==> config.mk <==
export PLATFORM = sky130hd
export DESIGN_NAME = phase_hist
export DESIGN_NICKNAME = d
export VERILOG_FILES = /design/src/rtl/hist_pkg.sv /design/src/rtl/hist_bin_sel.sv /design/src/rtl/hist_cnt_bank.sv /design/src/rtl/phase_hist.sv
export SDC_FILE = /design/constraint.sdc
export NUM_CORES = 1
export LEC_CHECK = 0
export BUFFER_PORTS_ARGS = -buffer_cell sky130_fd_sc_hd__buf_2
export CAP_MARGIN = 0
export CORE_MARGIN = 2
export CORE_UTILIZATION = 60
export CTS_CLUSTER_SIZE = 24
export DETAILED_ROUTE_END_ITERATION = 12
export PLACE_DENSITY = 0.79
export SYNTH_ARGS = -nofsm -noshare
export SYNTH_HDL_FRONTEND = slang
export SYNTH_SLANG_ARGS = --single-unit
==> constraint.sdc <==
create_clock -name clk -period 13.4 [get_ports clk]
set_clock_uncertainty 0.1 [all_clocks]
set_input_delay 2.68 -clock clk [delete_from_list [all_inputs] [get_ports clk]]
set_output_delay 2.68 -clock clk [all_outputs]
set_load 0.02 [all_outputs]
==> src/rtl/hist_pkg.sv <==
package hist_pkg;
  typedef enum logic {LAYOUT_NORMAL = 1'b0, LAYOUT_SPLIT = 1'b1} layout_e;

  function automatic int unsigned active_bins(input int unsigned words, input layout_e lay);
    return (lay == LAYOUT_SPLIT) ? 2 * words : words;
  endfunction
endpackage

==> src/rtl/hist_bin_sel.sv <==
module hist_bin_sel
  import hist_pkg::*;
#(
  parameter int NUM_WORDS = 16,
  parameter int PHASE_W   = 5,
  parameter int BX_W      = 12,
  parameter int RES_W     = 6,
  parameter int BIN_W     = $clog2(2 * NUM_WORDS)
) (
  input  logic             clk,
  input  logic             rst,
  input  logic             hit_i,
  input  logic [PHASE_W-1:0] phase_i,
  input  logic [BX_W-1:0]  bxid_i,
  input  logic [RES_W-1:0] res_i,
  input  logic             split_req_i,
  input  logic             bx_sel_i,
  output layout_e          layout_o,
  output logic             bin_vld_o,
  output logic [BIN_W-1:0] bin_o
);
  localparam logic [RES_W-1:0] RES_THR = RES_W'(NUM_WORDS);
  localparam logic [BX_W-1:0]  LIM_N   = BX_W'(active_bins(NUM_WORDS, LAYOUT_NORMAL));
  localparam logic [BX_W-1:0]  LIM_S   = BX_W'(active_bins(NUM_WORDS, LAYOUT_SPLIT));

  logic [BX_W-1:0] src;
  logic [BX_W-1:0] limit;

  always_comb begin
    layout_o  = (split_req_i && (res_i > RES_THR)) ? LAYOUT_SPLIT : LAYOUT_NORMAL;
    src       = bx_sel_i ? bxid_i : BX_W'(phase_i);
    limit     = (layout_o == LAYOUT_SPLIT) ? LIM_S : LIM_N;
    bin_vld_o = hit_i && (src < limit);
    bin_o     = src[BIN_W-1:0];
  end

  // no bin strobe without a hit
  p_hit_gate_r2: assert property (@(posedge clk) disable iff (rst)
    !hit_i |-> !bin_vld_o);
  // bunch-selected bins stay inside the widest window
  p_bx_window_r8: assert property (@(posedge clk) disable iff (rst)
    (bin_vld_o && bx_sel_i) |-> (bxid_i < LIM_S));
  // split layout only above the resolution threshold
  p_split_res_r5: assert property (@(posedge clk) disable iff (rst)
    (layout_o == LAYOUT_SPLIT) |-> (res_i > RES_THR));
endmodule

==> src/rtl/hist_cnt_bank.sv <==
module hist_cnt_bank
  import hist_pkg::*;
#(
  parameter int NUM_WORDS = 16,
  parameter int CNT_W     = 24,
  parameter int BIN_W     = $clog2(2 * NUM_WORDS),
  parameter int ADDR_W    = $clog2(NUM_WORDS)
) (
  input  logic              clk,
  input  logic              rst,
  input  logic              clr_i,
  input  logic              upd_i,
  input  layout_e           layout_i,
  input  logic [BIN_W-1:0]  bin_i,
  input  logic [ADDR_W-1:0] rd_addr_i,
  output logic [CNT_W-1:0]  rd_data_o,
  output logic              frozen_o
);
  localparam int HALF_W = CNT_W / 2;
  localparam logic [CNT_W-1:0]  W_ONE = CNT_W'(1);
  localparam logic [HALF_W-1:0] H_ONE = HALF_W'(1);

  logic [CNT_W-1:0]  mem [NUM_WORDS];
  logic [CNT_W-1:0]  rd_q;
  logic              frozen_q;
  logic [ADDR_W-1:0] widx;
  logic              hsel;
  logic [CNT_W-1:0]  cur;
  logic [CNT_W-1:0]  nxt;
  logic              hit_full;
  logic              upd_eff;

  always_comb begin
    widx     = (layout_i == LAYOUT_SPLIT) ? bin_i[BIN_W-1:1] : bin_i[ADDR_W-1:0];
    hsel     = bin_i[0];
    cur      = mem[widx];
    nxt      = cur;
    hit_full = 1'b0;
    if (layout_i == LAYOUT_NORMAL) begin
      nxt      = cur + W_ONE;
      hit_full = &nxt;
    end else if (hsel) begin
      nxt[CNT_W-1:HALF_W] = cur[CNT_W-1:HALF_W] + H_ONE;
      hit_full            = &nxt[CNT_W-1:HALF_W];
    end else begin
      nxt[HALF_W-1:0] = cur[HALF_W-1:0] + H_ONE;
      hit_full        = &nxt[HALF_W-1:0];
    end
    upd_eff = upd_i && !frozen_q && !clr_i;
  end

  always_ff @(posedge clk) begin
    if (rst || clr_i) begin
      for (int i = 0; i < NUM_WORDS; i++) mem[i] <= '0;
      frozen_q <= 1'b0;
    end else if (upd_eff) begin
      mem[widx] <= nxt;
      if (hit_full) frozen_q <= 1'b1;
    end
  end

  always_ff @(posedge clk) begin
    if (rst) rd_q <= '0;
    else     rd_q <= mem[rd_addr_i];
  end

  assign rd_data_o = rd_q;
  assign frozen_o  = frozen_q;

  // freeze persists until clear
  p_frozen_hold_r4: assert property (@(posedge clk) disable iff (rst)
    (frozen_q && !clr_i) |=> frozen_q);
  // an updated word never wraps back to zero
  p_no_wrap_r4: assert property (@(posedge clk) disable iff (rst)
    upd_eff |=> (mem[$past(widx)] != '0));
  // clear releases the freeze and empties storage
  p_clear_release_r9: assert property (@(posedge clk) disable iff (rst)
    clr_i |=> (!frozen_q && mem[0] == '0));
endmodule

==> src/rtl/phase_hist.sv <==
module phase_hist
  import hist_pkg::*;
#(
  parameter int NUM_WORDS = 16,
  parameter int CNT_W     = 24,
  parameter int PHASE_W   = 5,
  parameter int BX_W      = 12,
  parameter int RES_W     = 6,
  localparam int BIN_W    = $clog2(2 * NUM_WORDS),
  localparam int ADDR_W   = $clog2(NUM_WORDS)
) (
  input  logic               clk,
  input  logic               rst,
  input  logic               hit_i,
  input  logic [PHASE_W-1:0] phase_i,
  input  logic [RES_W-1:0]   tdc_res_i,
  input  logic [BX_W-1:0]    bxid_i,
  input  logic               cfg_split_i,
  input  logic               cfg_bx_sel_i,
  input  logic               clear_i,
  input  logic [ADDR_W-1:0]  rd_addr_i,
  output logic [CNT_W-1:0]   rd_data_o,
  output logic               frozen_o
);
  layout_e          layout;
  logic             bin_vld;
  logic [BIN_W-1:0] bin;

  hist_bin_sel #(
    .NUM_WORDS(NUM_WORDS), .PHASE_W(PHASE_W), .BX_W(BX_W),
    .RES_W(RES_W), .BIN_W(BIN_W)
  ) u_sel (
    .clk(clk), .rst(rst), .hit_i(hit_i), .phase_i(phase_i),
    .bxid_i(bxid_i), .res_i(tdc_res_i), .split_req_i(cfg_split_i),
    .bx_sel_i(cfg_bx_sel_i), .layout_o(layout), .bin_vld_o(bin_vld),
    .bin_o(bin)
  );

  hist_cnt_bank #(
    .NUM_WORDS(NUM_WORDS), .CNT_W(CNT_W), .BIN_W(BIN_W), .ADDR_W(ADDR_W)
  ) u_bank (
    .clk(clk), .rst(rst), .clr_i(clear_i), .upd_i(bin_vld),
    .layout_i(layout), .bin_i(bin), .rd_addr_i(rd_addr_i),
    .rd_data_o(rd_data_o), .frozen_o(frozen_o)
  );
endmodule

==> reports/summary.txt <==
Total GRT Usage = 40.37%
Worst slew margin = 10.01%
Share of post-route cells with drive strength above 1 = 18.74%
Distinct cells, synth = 88
IO Pins = 58
CP bufs+invs = 4
Area share of the largest cell type after synthesis = 46.94%
Max cap viols = 0
DR WL/cell = 31.85 µm
Status = finished clean
Area Growth Syn to Fin = 7.426%
Setup bufs post-CTS = 0
Initial Util = 60.44%
Final setup viols = 0
PortBufs = 57
Synth Warn # = 0
Crit-path cells = buf_2, nor4_2, o21ai_4, buf_4, inv_4, buf_4, mux2_2, a41oi_1, nor4_2, ha_1, and4_1, a41oi_1, o21bai_1, a21oi_1
Synth Flop Type = edfxtp_1
Hold Vio Cnt, Final = 0
Num CTS Buffers = 44
Cell Area, Synth = 0.02456 mm²
FF/Latch Area = 0.01203 mm²
Max Slew Vio Count = 0
Synth area leaders = edfxtp_1, mux4_2, nor2_1
CTS tree = done
Post-route cell area = 0.02639 mm²
Wire length of the first global-routing pass = 124.4 mm
Min-delay src = u_bank.frozen_o
H-tree levels = 2
Core area = 0.04065 mm²
Vias in the first global route = 20090
HPWL Detailed = 49.46 mm
Biggest area consumer among synthesized cells = edfxtp_1
Arrival time at the worst endpoint = 8.84 ns
Pwr dens = 129.5 mW/mm²
Syn nets = 2195
Largest net degree at the start of global routing = 90
Final GP Congestion = 0.9717
DRC = 0
CP startpoint kind = primary input
Clock buffer depth = 3
Fmax = 0.1155 GHz
Num rows = 74
Crit Path Class = primary input to flop
Slowest cell on crit path = o21bai_1
Final net count = 2154
Critical Path RT = 13.58 ns
Peak supply drop = 0.07565 mV
Iter 0 DRT Violations = 4600
LEAKAGE = 9.623 nW
Post-route ant nets = 0
Final Cycle Share = 64.64%
Cell with the most instances after synthesis = nor2_1
Fin crit period = 8.661 ns
Post-synth ARST share = 0%
Die width = 206.3 µm
Worst-margin pin slew = 1.340 ns
CTS Sinks = 409
CP startpoint = tdc_res_i[3]
Vias = 20930
GR Overflow Total = 0
Final core occ = 64.92%
Area after DPL = 0.02495 mm²
FF+latch count, synth = 409
Origin of the critical flop-to-flop path = u_bank.mem[13][1]
CP Max Fanout = 56
Fillers = 2970
TNS Setup = 0 ns
CP Capture Type = flop
Drt first pass iters = 7
Seq/Total Area, Yosys = 48.98%
Die area = 0.04258 mm²
Hold-fix buffers, CTS = 0
Post-DR vias/cell = 7.798
Area occupied by multi-input gates = 0.01149 mm²
WL final = 85.48 mm
Avg Cell Area, Syn = 11.39 µm²
Worst skew pair latency = 0.60 ns
Post-synth EDFFs = 384
Post_cts resized = 0
CTS clk-pin slew, worst paths = 0.07 ns
Root buffer cell = clkbuf_16
Top cells by count, synth = nor2_1, edfxtp_1, a21oi_1
Crit path largest cell delay = 1.11 ns
Tot Pwr = 0.003419 W
RSZ-0062 raised after global routing = false
Hold slack = 0.5795 ns
Antenna violations before repair = 1
Die height = 206.3 µm
CP top delay family = compound AO/OA/AOI/OAI gates
Hold Crit Class = flop to flop
Syn Inst Count = 2157
==> registers in the layout, summed over array words and instances (netlist names) <==
register          cells
u_bank.mem          384
u_bank.frozen_o       1
u_bank.rd_data_o     24
==> where the power goes <==
part | leakage (nW) | internal, W | switching, W | total (W)
clock | 0.695 | 0.000696 | 0.000521 | 0.00122
combinational | 4.45 | 0.000228 | 0.000483 | 0.000711
sequential | 4.48 | 0.00145 | 0.0000387 | 0.00149
==> metrics by stage <==
stage	worst slack (ns)	std cells
after global placement	4.639	2601
after global routing	4.545	2683
after floorplan	6.771	2157
after CTS	5.075	2682
final	4.739	2684
after detailed placement	4.474	2601
==> cell usage in the layout, fill, tap and decap left out, types with 14 or more instances in the layout <==
master / instances
edfxtp_1: 384
nor2_1: 420
o21ai_0: 96
mux2i_1: 73
dfxtp_1: 25
nor2b_1: 24
a21oi_1: 191
clkbuf_1: 17
clkbuf_16: 46
nand4_1: 14
mux4_2: 158
xnor2_1: 14
or3_1: 18
and2_1: 21
nor3_1: 70
buf_4: 59
nand2_1: 107
and3_1: 21
nand3_1: 25
buf_2: 55
o22ai_1: 58
==> layout make-up <==
cell class              count  share of cell area [%]
inverters                   7                  0.1091
well taps                 532                   2.522
clock inverters            10                  0.3366
clock buffers              71                   5.021
multi-input cells        1538                   43.54
repair buffers            116                   2.869
flip-flops and latches    409                   45.59
diodes                      1                0.009483
==> final timing paths <==
path	depth (start not counted)	slack, ns	to
min reg2reg	2	0.58	u_bank.frozen_o
max reg2reg	9	8.91	u_bank.mem[5][16]
min	2	0.58	u_bank.frozen_o
max	14	4.74	u_bank.mem[5][16]
==> per-layer routing <==
| layer | share of wire [%] | up-vias | global-route usage, % |
|---|---|---|---|
| li1 | - | 8194 | - |
| met1 | 32 | 9936 | 51.74 |
| met2 | 44 | 2251 | 59.89 |
| met3 | 17 | 546 | 13.09 |
| met4 | 7.1 | 2 | 24.82 |
| met5 | 0.013 | - | 0 |
==> worst min-delay path, cell delays in order (launching register included) <==
cell	delay, ns
dfxtp_1	0.40
a21oi_1	0.16
a2bb2oi_1	0.07
==> logic make-up (layout without fill, tap and decap cells) <==
logic type | count (synthesis) | after routing | synth area share [%]
flops | 409 | 409 | 48.98
buf+inv | 210 | 204 | 4.523
simple gates | 792 | 792 | 14.87
other cells | 0 | 1 | 0
fa+ha+maj | 5 | 5 | 0.2547
xor+xnor | 16 | 16 | 0.5705
compound gates | 471 | 471 | 11.79
mux | 254 | 254 | 19.01
Note: power is estimated with default switching activity, not from simulation.
